## src/rtl/cfg_host_pkg.sv

```systemverilog
package cfg_host_pkg;

    typedef enum logic [3:0] {
        ST_IDLE       = 4'd0,
        ST_REQ_LOW    = 4'd1,
        ST_WAIT_SLOW  = 4'd2,
        ST_REQ_HIGH   = 4'd3,
        ST_WAIT_SHIGH = 4'd4,
        ST_STREAM     = 4'd5,
        ST_WAIT_CDONE = 4'd6,
        ST_WAIT_IDONE = 4'd7,
        ST_USER       = 4'd8
    } seq_state_t;

    localparam logic [2:0] MAX_STALL = 3'd5;

    function automatic logic [2:0] clamp_stall(input logic [2:0] lim);
        return (lim > MAX_STALL) ? MAX_STALL : lim;
    endfunction

endpackage

```

## src/rtl/cfg_pulse_timer.sv

```systemverilog
module cfg_pulse_timer #(
    parameter int unsigned CYCLES = 1000
) (
    input  logic clk,
    input  logic rst_n,
    input  logic run_i,
    output logic done_o
);
    localparam int unsigned W = (CYCLES > 1) ? $clog2(CYCLES + 1) : 1;
    localparam logic [W-1:0] LAST = W'(CYCLES - 1);

    logic [W-1:0] cnt_d, cnt_q;

    always_comb begin
        cnt_d = cnt_q;
        if (!run_i)
            cnt_d = '0;
        else if (cnt_q != LAST)
            cnt_d = cnt_q + 1'b1;
    end

    always_ff @(posedge clk or negedge rst_n) begin
        if (!rst_n) cnt_q <= '0;
        else        cnt_q <= cnt_d;
    end

    assign done_o = run_i && (cnt_q == LAST);

    // done only after the timer has actually been running
    a_r9_done_after_run: assert property (@(posedge clk) disable iff (!rst_n)
        done_o && (CYCLES > 1) |-> $past(run_i));

endmodule

```

## src/rtl/cfg_stream_gate.sv

```systemverilog
module cfg_stream_gate
    import cfg_host_pkg::*;
(
    input  logic       clk,
    input  logic       rst_n,
    input  logic       en_i,
    input  logic [2:0] stall_lim_i,
    input  logic       src_valid_i,
    input  logic       tgt_ready_i,
    output logic       tgt_valid_o,
    output logic       fire_o
);
    logic [2:0] low_d, low_q;
    logic [2:0] lim;

    assign lim = clamp_stall(stall_lim_i);

    always_comb begin
        low_d = low_q;
        if (!en_i || tgt_ready_i)
            low_d = '0;
        else if (low_q != 3'd7)
            low_d = low_q + 1'b1;
    end

    always_ff @(posedge clk or negedge rst_n) begin
        if (!rst_n) low_q <= '0;
        else        low_q <= low_d;
    end

    assign tgt_valid_o = en_i && src_valid_i && (low_q <= lim);
    assign fire_o      = tgt_valid_o && tgt_ready_i;

    // six consecutive ready-low cycles force valid low
    a_r4_valid_drop: assert property (@(posedge clk) disable iff (!rst_n)
        !tgt_ready_i && $past(!tgt_ready_i, 1) && $past(!tgt_ready_i, 2) &&
        $past(!tgt_ready_i, 3) && $past(!tgt_ready_i, 4) &&
        $past(!tgt_ready_i, 5) && $past(!tgt_ready_i, 6) |-> !tgt_valid_o);

endmodule

```

## src/rtl/cfg_host_seq.sv

```systemverilog
module cfg_host_seq
    import cfg_host_pkg::*;
#(
    parameter int unsigned DATA_W        = 32,
    parameter int unsigned CNT_W         = 16,
    parameter int unsigned CLK_HZ        = 125_000_000,
    parameter int unsigned PULSE_MS      = 1000,
    parameter int unsigned PULSE_CYC_OVR = 0
) (
    input  logic              clk,
    input  logic              rst_n,
    input  logic              start_i,
    input  logic              blind_mode_i,
    input  logic [2:0]        stall_lim_i,
    input  logic [DATA_W-1:0] src_data_i,
    input  logic              src_valid_i,
    input  logic              src_last_i,
    output logic              src_ready_o,
    output logic              cfg_req_n_o,
    input  logic              tgt_status_n_i,
    output logic [DATA_W-1:0] tgt_data_o,
    output logic              tgt_valid_o,
    input  logic              tgt_ready_i,
    input  logic              tgt_conf_done_i,
    input  logic              tgt_init_done_i,
    output logic              user_mode_o,
    output logic              app_rst_o,
    output logic              err_o,
    output logic [CNT_W-1:0]  xfer_cnt_o
);
    localparam int unsigned PULSE_CYC =
        (PULSE_CYC_OVR != 0) ? PULSE_CYC_OVR : (CLK_HZ / 1000) * PULSE_MS;

    typedef struct packed {
        seq_state_t       st;
        logic             blind;
        logic             err;
        logic             app_rst;
        logic [CNT_W-1:0] xfer;
    } seq_regs_t;

    seq_regs_t cur_q, nxt_d;
    logic      fire;
    logic      streaming;
    logic      timer_done;

    assign streaming = (cur_q.st == ST_STREAM);

    cfg_pulse_timer #(.CYCLES(PULSE_CYC)) u_timer (
        .clk    (clk),
        .rst_n  (rst_n),
        .run_i  (cur_q.st == ST_WAIT_SLOW && cur_q.blind),
        .done_o (timer_done)
    );

    cfg_stream_gate u_gate (
        .clk         (clk),
        .rst_n       (rst_n),
        .en_i        (streaming),
        .stall_lim_i (stall_lim_i),
        .src_valid_i (src_valid_i),
        .tgt_ready_i (tgt_ready_i),
        .tgt_valid_o (tgt_valid_o),
        .fire_o      (fire)
    );

    always_comb begin
        nxt_d = cur_q;
        if (fire)
            nxt_d.xfer = cur_q.xfer + 1'b1;
        unique case (cur_q.st)
            ST_IDLE, ST_USER: begin
                if (start_i) begin
                    nxt_d.st      = ST_REQ_LOW;
                    nxt_d.blind   = blind_mode_i;
                    nxt_d.err     = 1'b0;
                    nxt_d.app_rst = 1'b1;
                    nxt_d.xfer    = '0;
                end
            end
            ST_REQ_LOW:
                nxt_d.st = ST_WAIT_SLOW;
            ST_WAIT_SLOW: begin
                if (cur_q.blind ? timer_done : !tgt_status_n_i)
                    nxt_d.st = ST_REQ_HIGH;
            end
            ST_REQ_HIGH:
                nxt_d.st = cur_q.blind ? ST_STREAM : ST_WAIT_SHIGH;
            ST_WAIT_SHIGH: begin
                if (tgt_status_n_i)
                    nxt_d.st = ST_STREAM;
            end
            ST_STREAM: begin
                if (!cur_q.blind && !tgt_status_n_i) begin
                    nxt_d.st  = ST_IDLE;
                    nxt_d.err = 1'b1;
                end else if (fire && src_last_i) begin
                    nxt_d.st = ST_WAIT_CDONE;
                end
            end
            ST_WAIT_CDONE: begin
                if (!cur_q.blind && !tgt_status_n_i) begin
                    nxt_d.st  = ST_IDLE;
                    nxt_d.err = 1'b1;
                end else if (tgt_conf_done_i) begin
                    nxt_d.st = ST_WAIT_IDONE;
                end
            end
            ST_WAIT_IDONE: begin
                if (tgt_init_done_i) begin
                    nxt_d.st      = ST_USER;
                    nxt_d.app_rst = 1'b0;
                end
            end
            default: nxt_d.st = ST_IDLE;
        endcase
    end

    always_ff @(posedge clk or negedge rst_n) begin
        if (!rst_n) begin
            cur_q.st      <= ST_IDLE;
            cur_q.blind   <= 1'b0;
            cur_q.err     <= 1'b0;
            cur_q.app_rst <= 1'b1;
            cur_q.xfer    <= '0;
        end else begin
            cur_q <= nxt_d;
        end
    end

    assign cfg_req_n_o = !(cur_q.st == ST_REQ_LOW || cur_q.st == ST_WAIT_SLOW);
    assign src_ready_o = fire;
    assign tgt_data_o  = src_data_i;
    assign user_mode_o = (cur_q.st == ST_USER);
    assign app_rst_o   = cur_q.app_rst;
    assign err_o       = cur_q.err;
    assign xfer_cnt_o  = cur_q.xfer;

    // in monitored mode the request is not released while status is still high
    a_r2_req_held: assert property (@(posedge clk) disable iff (!rst_n)
        !cur_q.blind && !cfg_req_n_o && tgt_status_n_i |=> !cfg_req_n_o);

    // the word count advances only after a real handshake
    a_r5_count_on_fire: assert property (@(posedge clk) disable iff (!rst_n)
        xfer_cnt_o == $past(xfer_cnt_o) + 1'b1 |-> $past(tgt_valid_o && tgt_ready_i));

    // an error only follows a low status sample
    a_r7_err_cause: assert property (@(posedge clk) disable iff (!rst_n)
        $rose(err_o) |-> $past(!tgt_status_n_i));

    // application reset is released only after init-done
    a_r8_rst_release: assert property (@(posedge clk) disable iff (!rst_n)
        $fell(app_rst_o) |-> $past(tgt_init_done_i));

    // user mode never coexists with application reset
    a_r8_user_no_rst: assert property (@(posedge clk) disable iff (!rst_n)
        user_mode_o |-> !app_rst_o);

endmodule

```

## config.mk

```make
export PLATFORM = sky130hd
export DESIGN_NAME = cfg_host_seq
export DESIGN_NICKNAME = d
export VERILOG_FILES = /design/src/rtl/cfg_host_pkg.sv /design/src/rtl/cfg_pulse_timer.sv /design/src/rtl/cfg_stream_gate.sv /design/src/rtl/cfg_host_seq.sv
export SDC_FILE = /design/constraint.sdc
export NUM_CORES = 1
export LEC_CHECK = 0
export ABC_AREA = 1
export BUFFER_PORTS_ARGS = -buffer_cell sky130_fd_sc_hd__buf_2
export CORE_ASPECT_RATIO = 0.6
export CORE_MARGIN = 5
export CORE_UTILIZATION = 53
export CTS_CLUSTER_SIZE = 30
export DETAILED_ROUTE_END_ITERATION = 10
export GPL_TIMING_DRIVEN = 0
export MAX_ROUTING_LAYER = met4
export PLACE_DENSITY = 0.89
export SLEW_MARGIN = 40
export SYNTH_ARGS = -nofsm -noshare
export SYNTH_HDL_FRONTEND = slang
export SYNTH_SLANG_ARGS = --single-unit
```

## constraint.sdc

```tcl
create_clock -name clk -period 2.4 [get_ports clk]
set_input_delay 0.12 -clock clk [delete_from_list [all_inputs] [get_ports clk]]
set_output_delay 0.12 -clock clk [all_outputs]
set_load 0.01 [all_outputs]
```

* Yosys cells after proc, flatten, opt, wreduce, memory -nomap -nowiden
Index checks and enable logic that the tools add are counted.
Cells by class: reductions and logical operators 23, bitwise operators 0, divide/modulo/power cells 0, add/subtract/negate cells 3, muxes and demuxes 22, $lt $le $gt $ge 2, $mul 0, shift operators 0, eq/ne operators 19
Operators with widths (count):
- $mux 27 | 2
- $mux 16 | 2
- $pmux 4 s8 | 1
- $mux 4 | 7
- $add 27x1->27 const B | 1
- $eq 27x27->1 const B | 1
- $ne 27x27->1 const B | 1
- $mux 23 | 1
- $add 16x1->16 const B | 1
- $eq 4x3->1 const B | 4
- $mux 3 | 3
- $ne 3x3->1 const B | 3
- $eq 4x2->1 const B | 2
- $ne 2x2->1 const B | 4
- $logic_and 1x1->1 | 7
- $reduce_and 3->1 | 2
- $reduce_and 6->1 | 1
- $reduce_bool 2->1 | 3
- $eq 4x1->1 const B | 1
- $eq 4x4->1 const B | 1
- $logic_not 1->1 | 4
- $logic_not 4->1 | 1
- $mux 1 | 4
- $ne 2x1->1 const B | 2
- other kinds (7) | 10
Word-level totals: word-level logic and storage cells 76, output and inout bits 54, bits in registers 53, bits in latches 0, input port bits 45, ROM bits 0, RAM bits 0, memories 0

* Logic depth before layout (Yosys ltp)
Gate-level depths: netlist of run 1.
word-level depth 9, mapped depth 13, mapped depth without buffers 13

* By module
From an unflattened synthesis of run 1, not the netlist that was laid out.
Second synthesis, totals: cells, all modules 557, area, all modules 3831.2 um2
By module, submodules not included:
- cfg_pulse_timer | area an instance 1803.0 um2, times used 1, sequential area each 675.6 um2, cells an instance 275
- cfg_host_seq | area an instance 1765.4 um2, times used 1, sequential area each 576.8 um2, cells an instance 247
- cfg_stream_gate | area an instance 262.8 um2, times used 1, sequential area each 75.1 um2, cells an instance 35

* Worst setup path before layout of run 1
OpenSTA, ideal clock, no wires.
kind register to register, start point register u_gate.low_q[2], end point register cur_q, in the netlist xfer_cnt_o[4], data required time 2.279 ns, stages on the path, launching flop included 11, clock period less this slack 1.693 ns, path buffers 1, slack 0.707 ns, data arrival time 1.572 ns, setup time 0.121 ns, cells stage by stage dfrtp_1 -> ha_1 -> a21oi_1 -> nand2_1 -> nand2_1 -> nand3_4 -> clkinv_2 -> buf_6 -> nand3_1 -> o21ai_1 -> a21oi_1
RTL lines:
- start: declaration | line cfg_stream_gate.sv:13 | logic [2:0] low_d, low_q;
- start signal: assignment | line cfg_stream_gate.sv:28 | else low_q <= low_d;
- end signal: assignment | line cfg_host_seq.sv:127 | cur_q <= nxt_d;
- end: declaration | line cfg_host_seq.sv:42 | seq_regs_t cur_q, nxt_d;

* Worst setup path after layout of run 1
start point register u_timer.cnt_q[1], end point register u_timer.cnt_q[1]
Between the ends: word-level cells in the longest chain between the ends 3, elaborated cells on any way between the ends 5, those cells by class 1 x add/sub; 2 x eq/ne; 2 x mux
RTL lines:
- start: declaration | line cfg_pulse_timer.sv:12 | logic [W-1:0] cnt_d, cnt_q;
- start signal: assignment | line cfg_pulse_timer.sv:24 | else cnt_q <= cnt_d;
- $add 27x1->27 | line cfg_pulse_timer.sv:19 | cnt_d = cnt_q + 1'b1;
- $mux 27 | line cfg_pulse_timer.sv:18 | else if (cnt_q != LAST)
- $mux 27 | line cfg_pulse_timer.sv:16 | if (!run_i)
Parallel ways exist; a longest one is shown, timed or not. The select of a mux whose other input is x is not followed. A chain may end at the register's enable or synchronous reset.

==> results.toml, run 1 <==
[synth]
syn_area_um2 = 3570
netlist_instances = 480
avgSynthCellArea_um2 = 7.43
yosysWarningCount = 0
syn_nets = 532
synthTopCellsByArea = "dfrtp_1 (36%), buf_4 (10%), nand2_1 (10%)"
ys_types = 36
yosysSeqAreaShare_pct = 37.2
synth_seq_cells = 53
yosysTopAreaCellShare_pct = 36.5
yosys.area.top_type = "dfrtp_1"

[sta]
hold_viol_final = 0
rsz0062_at_grt = "false"
slew_violations = 0
clock.fmax_mhz = 478
min_period_over_period_pct = 87.2
finClkSkew_ps = 7.29
tightest_slew_ps = 668
setup_viol = 0
finalCriticalPeriod_ps = 2090
tns_ps = 0
relSlewSlack_pct = 55.4

[status]
status = "completed"

[global_route]
grt.met3_usage_pct = 3.95
use_met1_pct = 31.5
grt_pass1_vias = 3181
grtUsageMet2_pct = 35.2
grt_usage_pct = 22.7
top_usage_layer = "met2"
antenna_found_initial = 0
overflow = 0
grt_max_degree = 54
grt_pass1_wl_mm = 14.9

[clocking]
cts_buffer_depth = 2
clock_sinks = 53
cts_setup_buffers = 0
ctsHtreeMaxLevel = 2
cts_root_buf = "clkbuf_16"
insertion_delay_ps = 290
cts-resized-gates = 0
numCtsBuffers = 5
clk_pin_slew_ps = 70
cts_tree = "built"

[worst_setup_path]
start_kind = "register"
cp-end-kind = "register"
crit_fanout = 6
required_ps = 2610
cp.arrival_ps = 2300
slowest_delay_ps = 430
crit_path_cell_trace = "ha_1 -> inv_1 -> nor2_4 -> nand4_1 -> nor3_1 -> nand3_1 -> o21ai_0"
crit_buf_inv = 1
critPathSlowestCell = "nor3_1"
crit_family = "simple AND/OR/NAND/NOR gates"
worstSetupPathType = "reg -> reg"

[place]
place_congestion = 0.985
dp_hpwl_mm = 7.21
numPortBuffers = 66

[die]
chipHeight_um = 73.5
fp.dieArea_um2 = 8520
rows = 23
core-area_um2 = 6620
ios = 99
dieWidth_um = 116
initial_core_util_pct = 53.9

[routing]
wl_per_cell_um = 14.7
wirelength_mm = 9.41
routed_via_density = 5.54
first_pass_iters = 5
drc = 0
postRouteAntennaNets = 0
vias = 3557
drtIter0Drc = 399

[layout]
antennaDiodeCount = 0
mostFrequentLayoutCells = "nand2_1 (96), buf_2 (68), inv_1 (64)"
layout_commonest_cell = "nand2_1"
nFillCells = 583
area_growth_pct = 17.5
fin_util_pct = 63.3
nNetsFinal = 606
drive_above_1_share_pct = 27.0

[pwr]
p_leak_nw = 2.18
clock_power_share_pct = 32.4
power.switching_mw = 0.890
power_switching_share_pct = 33.6
p_comb_share_pct = 28.4
vdd_ir_drop_max_mv = 0.472
power_density_nw_per_um2 = 631
pwr-share-seq_pct = 39.3
p_int_mw = 1.76

[run]
maxCapViolations = 0

[min_path]
hold_class = "in -> reg"
registers in the layout (all words and copies together), names as in the netlist:
name           flops
app_rst_o          1
u_gate.low_q       3
u_timer.cnt_q     27
xfer_cnt_o        16
err_o              1
cur_q              5
per-layer routing:
metal	part of all wire [%]	routed length, um	vias to the layer above
li1	-	-	1660
met1	43	4040	1672
met2	46	4300	206
met3	9.7	916	19
met4	1.7	157	0
met5	0	0	-
synth_stat cells (all sizes together):
library cell,n
nand4,18
a32o,1
nor4,3
o21a,3
or2,4
nand3b,2
ha,7
dfstp,1
a22oi,2
nor2,50
o21ai,21
and3,1
a211oi,1
a21o,2
xor2,4
o21bai,1
clkinv,1
buf,52
xnor2,2
inv,66
nand3,35
nand2,99
nor3,25
nor3b,1
dfrtp,52
a21oi,26
power by group through the flow:
stage          Combinational [mW]  Sequential, mW  Clock (mW)
6_report                    0.750            1.04       0.856
5_1_grt                     0.830            1.05       0.884
4_1_cts                     0.742            1.04       0.851
3_5_place_dp                0.725            1.05           0
3_3_place_gp                0.698            1.05           0
2_1_floorplan               0.499            1.04           0
final cells by class:
class	count	area (um^2)	share of cell area, %
timing repair buffer	67	343	8.18
tap	87	109	2.60
clock buffer	7	143	3.40
buffer	52	387	9.22
clock inverter	1	30.0	0.716
sequential	53	1330	31.7
multi-input combinational	308	1600	38.2
inverter	67	253	6.03
tightest hold or removal path, cell delays in order:
cell     delay [ps]
buf_2            90
nand2_1          40
o21ai_0          50
final timing paths:
kind                                   startpoint  depth (start not counted)  slack, ps                end
worst max-delay path             u_timer.cnt_q[1]                          7        310   u_timer.cnt_q[1]
worst min-delay path                 blind_mode_i                          3         50          cur_q[18]
worst max register to register   u_timer.cnt_q[1]                          7        310   u_timer.cnt_q[1]
worst min register to register  u_timer.cnt_q[20]                          1        490  u_timer.cnt_q[20]
max in group asynchronous                   rst_n                          2       1540    u_gate.low_q[2]
min in group asynchronous                   rst_n                          2        410  u_timer.cnt_q[23]
cells by family (layout without fill, tap and decap cells):
group | after synthesis | after routing | synth area share [%]
adders and majority gates | 7 | 7 | 2.46
and+or+nand+nor | 238 | 238 | 32.1
xor gates and xnor gates | 6 | 6 | 1.47
AOI/OAI and AO/OA | 57 | 57 | 8.87
buffers and inverters | 119 | 194 | 17.9
DFF | 53 | 53 | 37.2
timing repair:
item / CTS / global route
endpoints found under the setup margin: 0 / 0
hold buffers: 1 / 0
hold endpoints to repair: 52 / 0
metrics by stage:
stage	power (mW)	setup WS, ps	instances	hold slack [ps]	cell area, um^2
after floorplan	1.54	707	480	-176	3570
after CTS	2.63	325	642	51.3	4190
after global routing	2.76	215	642	46.2	4190
after global placement	1.75	542	633	353	4010
after detailed placement	1.78	426	633	205	4010
final	2.64	306	642	49.4	4190
No activity file was read; power rests on OpenSTA's default activity.
==> run 2: changes to the inputs <==
--- a/config.mk
+++ b/config.mk
@@ -12,7 +12,6 @@
 export CORE_UTILIZATION = 53
 export CTS_CLUSTER_SIZE = 30
 export DETAILED_ROUTE_END_ITERATION = 10
-export GPL_TIMING_DRIVEN = 0
 export MAX_ROUTING_LAYER = met4
 export PLACE_DENSITY = 0.89
 export SLEW_MARGIN = 40
==> run 2 against run 1 <==
  * First-iteration DRC count fell by 26%
  * Sequential cell count unchanged
  * Non-clock buffer count shrank 81
  * Sequential power about the same
  * Cell count decreased by 13%
  * Worst hold slack better by 28 ps
  * Core utilization shrank 8.5 points
==> results.toml, run 2 (same netlist as run 1, synthesis figures left out) <==
[die]
dieWidth_um = 116
ios = 99
rows = 23
fp.dieArea_um2 = 8520
chipHeight_um = 73.5
core-area_um2 = 6620
initial_core_util_pct = 53.9

[place]
numPortBuffers = 34
place_area_um2 = 3480
dp_hpwl_mm = 6.16
place_congestion = 1.04

[worst_setup_path]
crit_path_start = "u_gate.low_q[2]"
start_kind = "register"
reg2reg_slack_ps = 500
required_ps = 2280
cp-end-kind = "primary output"
r2r_start = "u_gate.low_q[2]"
crit_fanout = 12
endpoint = "src_ready_o"
reg2reg_to = "xfer_cnt_o[8]"
rr_worst_depth = 10
worstSetupPathType = "reg -> out"
cp.arrival_ps = 1870

[clocking]
clock_sinks = 53
cts_setup_buffers = 0
cts_tree = "built"
cts_root_buf = "clkbuf_16"
cts_buffer_depth = 2
ctsHtreeMaxLevel = 2
clk_pin_slew_ps = 70
numCtsBuffers = 5
insertion_delay_ps = 290

[sta]
min_period_over_period_pct = 82.9
tightest_slew_ps = 662
setup_viol = 0
relSlewSlack_pct = 55.9
hold_viol_final = 0
rsz0062_at_grt = "false"
clock.fmax_mhz = 502
slew_violations = 0
tns_ps = 0
finalCriticalPeriod_ps = 1990
finClkSkew_ps = 2.97

[layout]
nNetsFinal = 525
drive_above_1_share_pct = 14.6
nFillCells = 592
largest_reg_flops = 27
area_growth_pct = 1.79
layout_commonest_cell = "nand2_1"
mostFrequentLayoutCells = "nand2_1 (96), inv_1 (64), dfrtp_1 (52)"
largest_register = "u_timer.cnt_q"
fin_area_um2 = 3630
antennaDiodeCount = 0

[routing]
vias = 3099
routed_via_density = 5.52
first_pass_iters = 6
postRouteAntennaNets = 0
wirelength_mm = 7.92
wl_per_cell_um = 14.1
drc = 0
drtIter0Drc = 296

[global_route]
grt_usage_pct = 20.2
grt_pass1_wl_mm = 13.4
grt_pass1_vias = 2825
overflow = 0
antenna_found_initial = 0
grt_max_degree = 54

[pwr]
p_int_mw = 1.56
vdd_ir_drop_max_mv = 0.328
power_switching_share_pct = 34.1
p_comb_share_pct = 26.9
power_density_nw_per_um2 = 651
p_leak_nw = 1.80
clock_power_share_pct = 29.3
pwr-share-seq_pct = 43.8
power.switching_mw = 0.807

[run]
maxCapViolations = 0

[status]
status = "completed"

[min_path]
hold_class = "in -> reg"
==> run 2: cell count changes in the layout (fill, tap and decap cells not counted), sizes merged <==
cell    delta
buf       -81
bufinv     -1
clkinv     +2
clkbuf     -1
==> run 2: worst min-delay path by stage <==
stage / start / to / cells past startpoint
3_3_place_gp: src_data_i[14] / tgt_data_o[14] / 0
6_report: blind_mode_i / cur_q[18] / 3
3_5_place_dp: src_data_i[14] / tgt_data_o[14] / 0
2_1_floorplan: rst_n / cur_q[18] / 0
5_1_grt: start_i / xfer_cnt_o[15] / 2
4_1_cts: start_i / xfer_cnt_o[15] / 2
==> run 2: power by group through the flow <==
stage               Sequential [mW]  Combinational (mW)  Clock, mW
floorplan                      1.04               0.499          0
global placement               1.05               0.606          0
detailed placement             1.05               0.630          0
CTS                            1.04               0.635      0.708
global route                   1.05               0.721      0.749
finish                         1.04               0.636      0.693
==> run 2: timing repair <==
item	in CTS	in global routing
resized for setup	0	0
endpoints found under the hold margin	52	0
hold buffers	1	0
==> run 2: cell type report <==
type / count / area, um^2 / share of cell area, %
flip-flops and latches: 53 / 1330 / 36.6
clock inverters: 2 / 10.0 / 0.276
repair buffers: 38 / 203 / 5.58
well taps: 87 / 109 / 3.00
inverters: 67 / 253 / 6.96
clock buffers: 6 / 129 / 3.55
multi-input cells: 308 / 1600 / 44.1
==> run 2: metrics by stage <==
step	hold slack, ps	total power, mW	setup WS (ps)	std cells	util (%)
2_1_floorplan	-176	1.54	707	480	-
3_3_place_gp	240	1.65	610	552	52.6
3_5_place_dp	240	1.68	539	552	52.6
4_1_cts	74.1	2.38	422	561	54.9
5_1_grt	71.8	2.52	260	561	54.9
6_report	76.9	2.36	409	561	54.9
==> run 2: critical path, cell delays in order, from the launching register on <==
cell and delay, ps:
dfrtp_1 410, ha_1 340, a21oi_1 130, nand2_1 60, nand2_1 130, nand3_4 170, clkinv_2 180, buf_2 160
==> run 2: layer usage <==
metal,vias up,global-route usage (%),part of all wire [%]
li1,1497,-,-
met1,1426,29.0,46
met2,164,27.5,42
met3,12,6.09,10
met4,0,5.53,1.1
met5,-,-,0
==> run 3: changes to the inputs <==
--- a/config.mk
+++ b/config.mk
@@ -9,11 +9,11 @@
 export BUFFER_PORTS_ARGS = -buffer_cell sky130_fd_sc_hd__buf_2
 export CORE_ASPECT_RATIO = 0.6
 export CORE_MARGIN = 5
-export CORE_UTILIZATION = 53
+export CORE_UTILIZATION = 48
 export CTS_CLUSTER_SIZE = 30
 export DETAILED_ROUTE_END_ITERATION = 10
 export MAX_ROUTING_LAYER = met4
-export PLACE_DENSITY = 0.89
+export PLACE_DENSITY = 0.85
 export SLEW_MARGIN = 40
 export SYNTH_ARGS = -nofsm -noshare
 export SYNTH_HDL_FRONTEND = slang
==> constraint.sdc (replaced) <==
create_clock -name clk -period 1.7 [get_ports clk]
set_input_delay 0.085 -clock clk [delete_from_list [all_inputs] [get_ports clk]]
set_output_delay 0.085 -clock clk [all_outputs]
set_load 0.01 [all_outputs]
==> run 3 against run 2 <==
  * The flow now finishes with violations (setup timing)
  * Clock power up 43%
  * Register-to-register slack worse by 640 ps
  * Cell area up 18%
  * Worst setup slack worse by 590 ps
  * First-iteration DRC count up 66%
  * Largest cell class unchanged
  * Highest routed layer unchanged
==> results.toml, run 3 (same netlist as run 1, synthesis figures left out) <==
[die]
fp.dieArea_um2 = 9310
dieWidth_um = 121
rows = 24
initial_core_util_pct = 49.3
core-area_um2 = 7240
ios = 99
chipHeight_um = 76.8

[layout]
layout_commonest_cell = "nand2_1"
antennaDiodeCount = 0
largest_reg_flops = 27
largest_register = "u_timer.cnt_q"
drive_above_1_share_pct = 29.5
nNetsFinal = 566
area_growth_pct = 20.5
stdcell_count = 619
mostFrequentLayoutCells = "nand2_1 (83), inv_1 (61), dfrtp_1 (50)"

[status]
status = "finished, violations left"
violations = "setup timing"

[sta]
slew_violations = 0
finalCriticalPeriod_ps = 1880
timing.final.ws_setup_ps = -176
clock.fmax_mhz = 533
tns_ps = -2150
rsz0062_at_grt = "true"
setup_viol = 23
relSlewSlack_pct = 66.5
tightest_slew_ps = 503
min_period_over_period_pct = 110
hold_viol_final = 0
finClkSkew_ps = 5.87
holdWs_ps = 13.8

[global_route]
overflow = 0
grt_max_degree = 36
grt_pass1_wl_mm = 15.4
antenna_found_initial = 0
grt_usage_pct = 20.6
grt_pass1_vias = 3224

[routing]
drc = 0
first_pass_iters = 6
wl_per_cell_um = 16.5
wirelength_mm = 10.2
postRouteAntennaNets = 0
routed_via_density = 5.73
drtIter0Drc = 491
vias = 3545

[worst_setup_path]
endpoint = "tgt_valid_o"
critPathSlowestCell = "dfrtp_1"
reg2reg_to = "cur_q[21]"
crit_buf_inv = 4
path_depth = 9
crit_path_cell_trace = "ha_4 -> nand3b_1 -> nand2_2 -> nand2_4 -> buf_4 -> buf_4 -> nand2_1 -> inv_2 -> buf_6"
worstSetupPathType = "reg -> out"
crit_path_start = "u_gate.low_q[2]"
crit_fanout = 3
cp.arrival_ps = 1790
rr_worst_depth = 12
crit_family = "flip-flops"
r2r_start = "u_gate.low_q[2]"
start_kind = "register"
cp-end-kind = "primary output"
slowest_delay_ps = 410
cpMostUsedCell = "buf_4"
reg2reg_slack_ps = -140
required_ps = 1620

[place]
dp_cells = 598
numPortBuffers = 34
place_congestion = 1.00
post-place-ws_ps = -164
dp_hpwl_mm = 6.63

[clocking]
cts_tree = "built"
ctsHtreeMaxLevel = 2
clock_sinks = 53
insertion_delay_ps = 290
cts_buffer_depth = 2
numCtsBuffers = 5
cts_root_buf = "clkbuf_16"
clk_pin_slew_ps = 70

[pwr]
p_comb_share_pct = 32.0
pwr-share-seq_pct = 40.6
p_int_mw = 2.34
power.switching_mw = 1.27
p_leak_nw = 2.12
vdd_ir_drop_max_mv = 0.595
power_switching_share_pct = 35.1
clock_power_share_pct = 27.4
power_density_nw_per_um2 = 839

[min_path]
hold_class = "in -> reg"

[run]
maxCapViolations = 0
-- run 3: changes by cell type in the layout (fill, tap and decap cells not counted), sizes merged --
cell and change:
buf +41, clkinv -2, clkbuf +1, clkinvlp +1
-- run 3: final cells by class --
type / count / area [um^2]
clock buffer: 7 / 133
clock inverter: 1 / 5.00
fill: 547 / 2940
inverter: 67 / 263
multi-input combinational: 308 / 1830
sequential: 53 / 1330
tap: 104 / 130
timing repair buffer: 79 / 604
-- run 3: layer usage --
layer | track usage, % | vias up | routed length (um)
li1 | - | 1582 | -
met1 | 29.2 | 1691 | 4250
met2 | 29.8 | 235 | 4590
met3 | 4.12 | 37 | 1030
met4 | 5.93 | 0 | 362
met5 | - | - | 0
-- run 3: repair_timing --
item,in CTS,in global routing
pin swaps,3,20
hold endpoints to repair,17,0
setup endpoints to repair,28,37
buffers inserted,6,7
cloned,0,0
hold buffers,1,0
gates resized for setup,18,49
-- run 3: worst min-delay path by stage --
stage	startpoint	end	slack, ps	cells past startpoint
final	blind_mode_i	cur_q[18]	10	3
after global placement	rst_n	xfer_cnt_o[14]	70	1
after floorplan	rst_n	cur_q[18]	-210	0
after detailed placement	rst_n	xfer_cnt_o[14]	70	1
after CTS	blind_mode_i	cur_q[18]	10	3
after global routing	blind_mode_i	cur_q[18]	30	3
-- run 3: metrics by stage --
stage	total power [mW]	utilization, %	area [um^2]
2_1_floorplan	2.18	-	3570
3_3_place_gp	2.38	51.6	3730
3_5_place_dp	2.41	51.6	3730
4_1_cts	3.43	55.6	4020
5_1_grt	3.79	59.4	4300
6_report	3.61	59.4	4300
-- run 3: power groups by stage --
stage / sequential [mW] / clock, mW / combinational, mW
after detailed placement: 1.47 / 0 / 0.939
final: 1.46 / 0.989 / 1.15
after CTS: 1.45 / 0.994 / 0.989
after global placement: 1.47 / 0 / 0.913
after global routing: 1.48 / 1.04 / 1.27
after floorplan: 1.47 / 0 / 0.705
-- run 3: worst min-delay path: stages --
cell and delay [ps]:
buf_2 80, nand2_1 40, o21ai_0 60
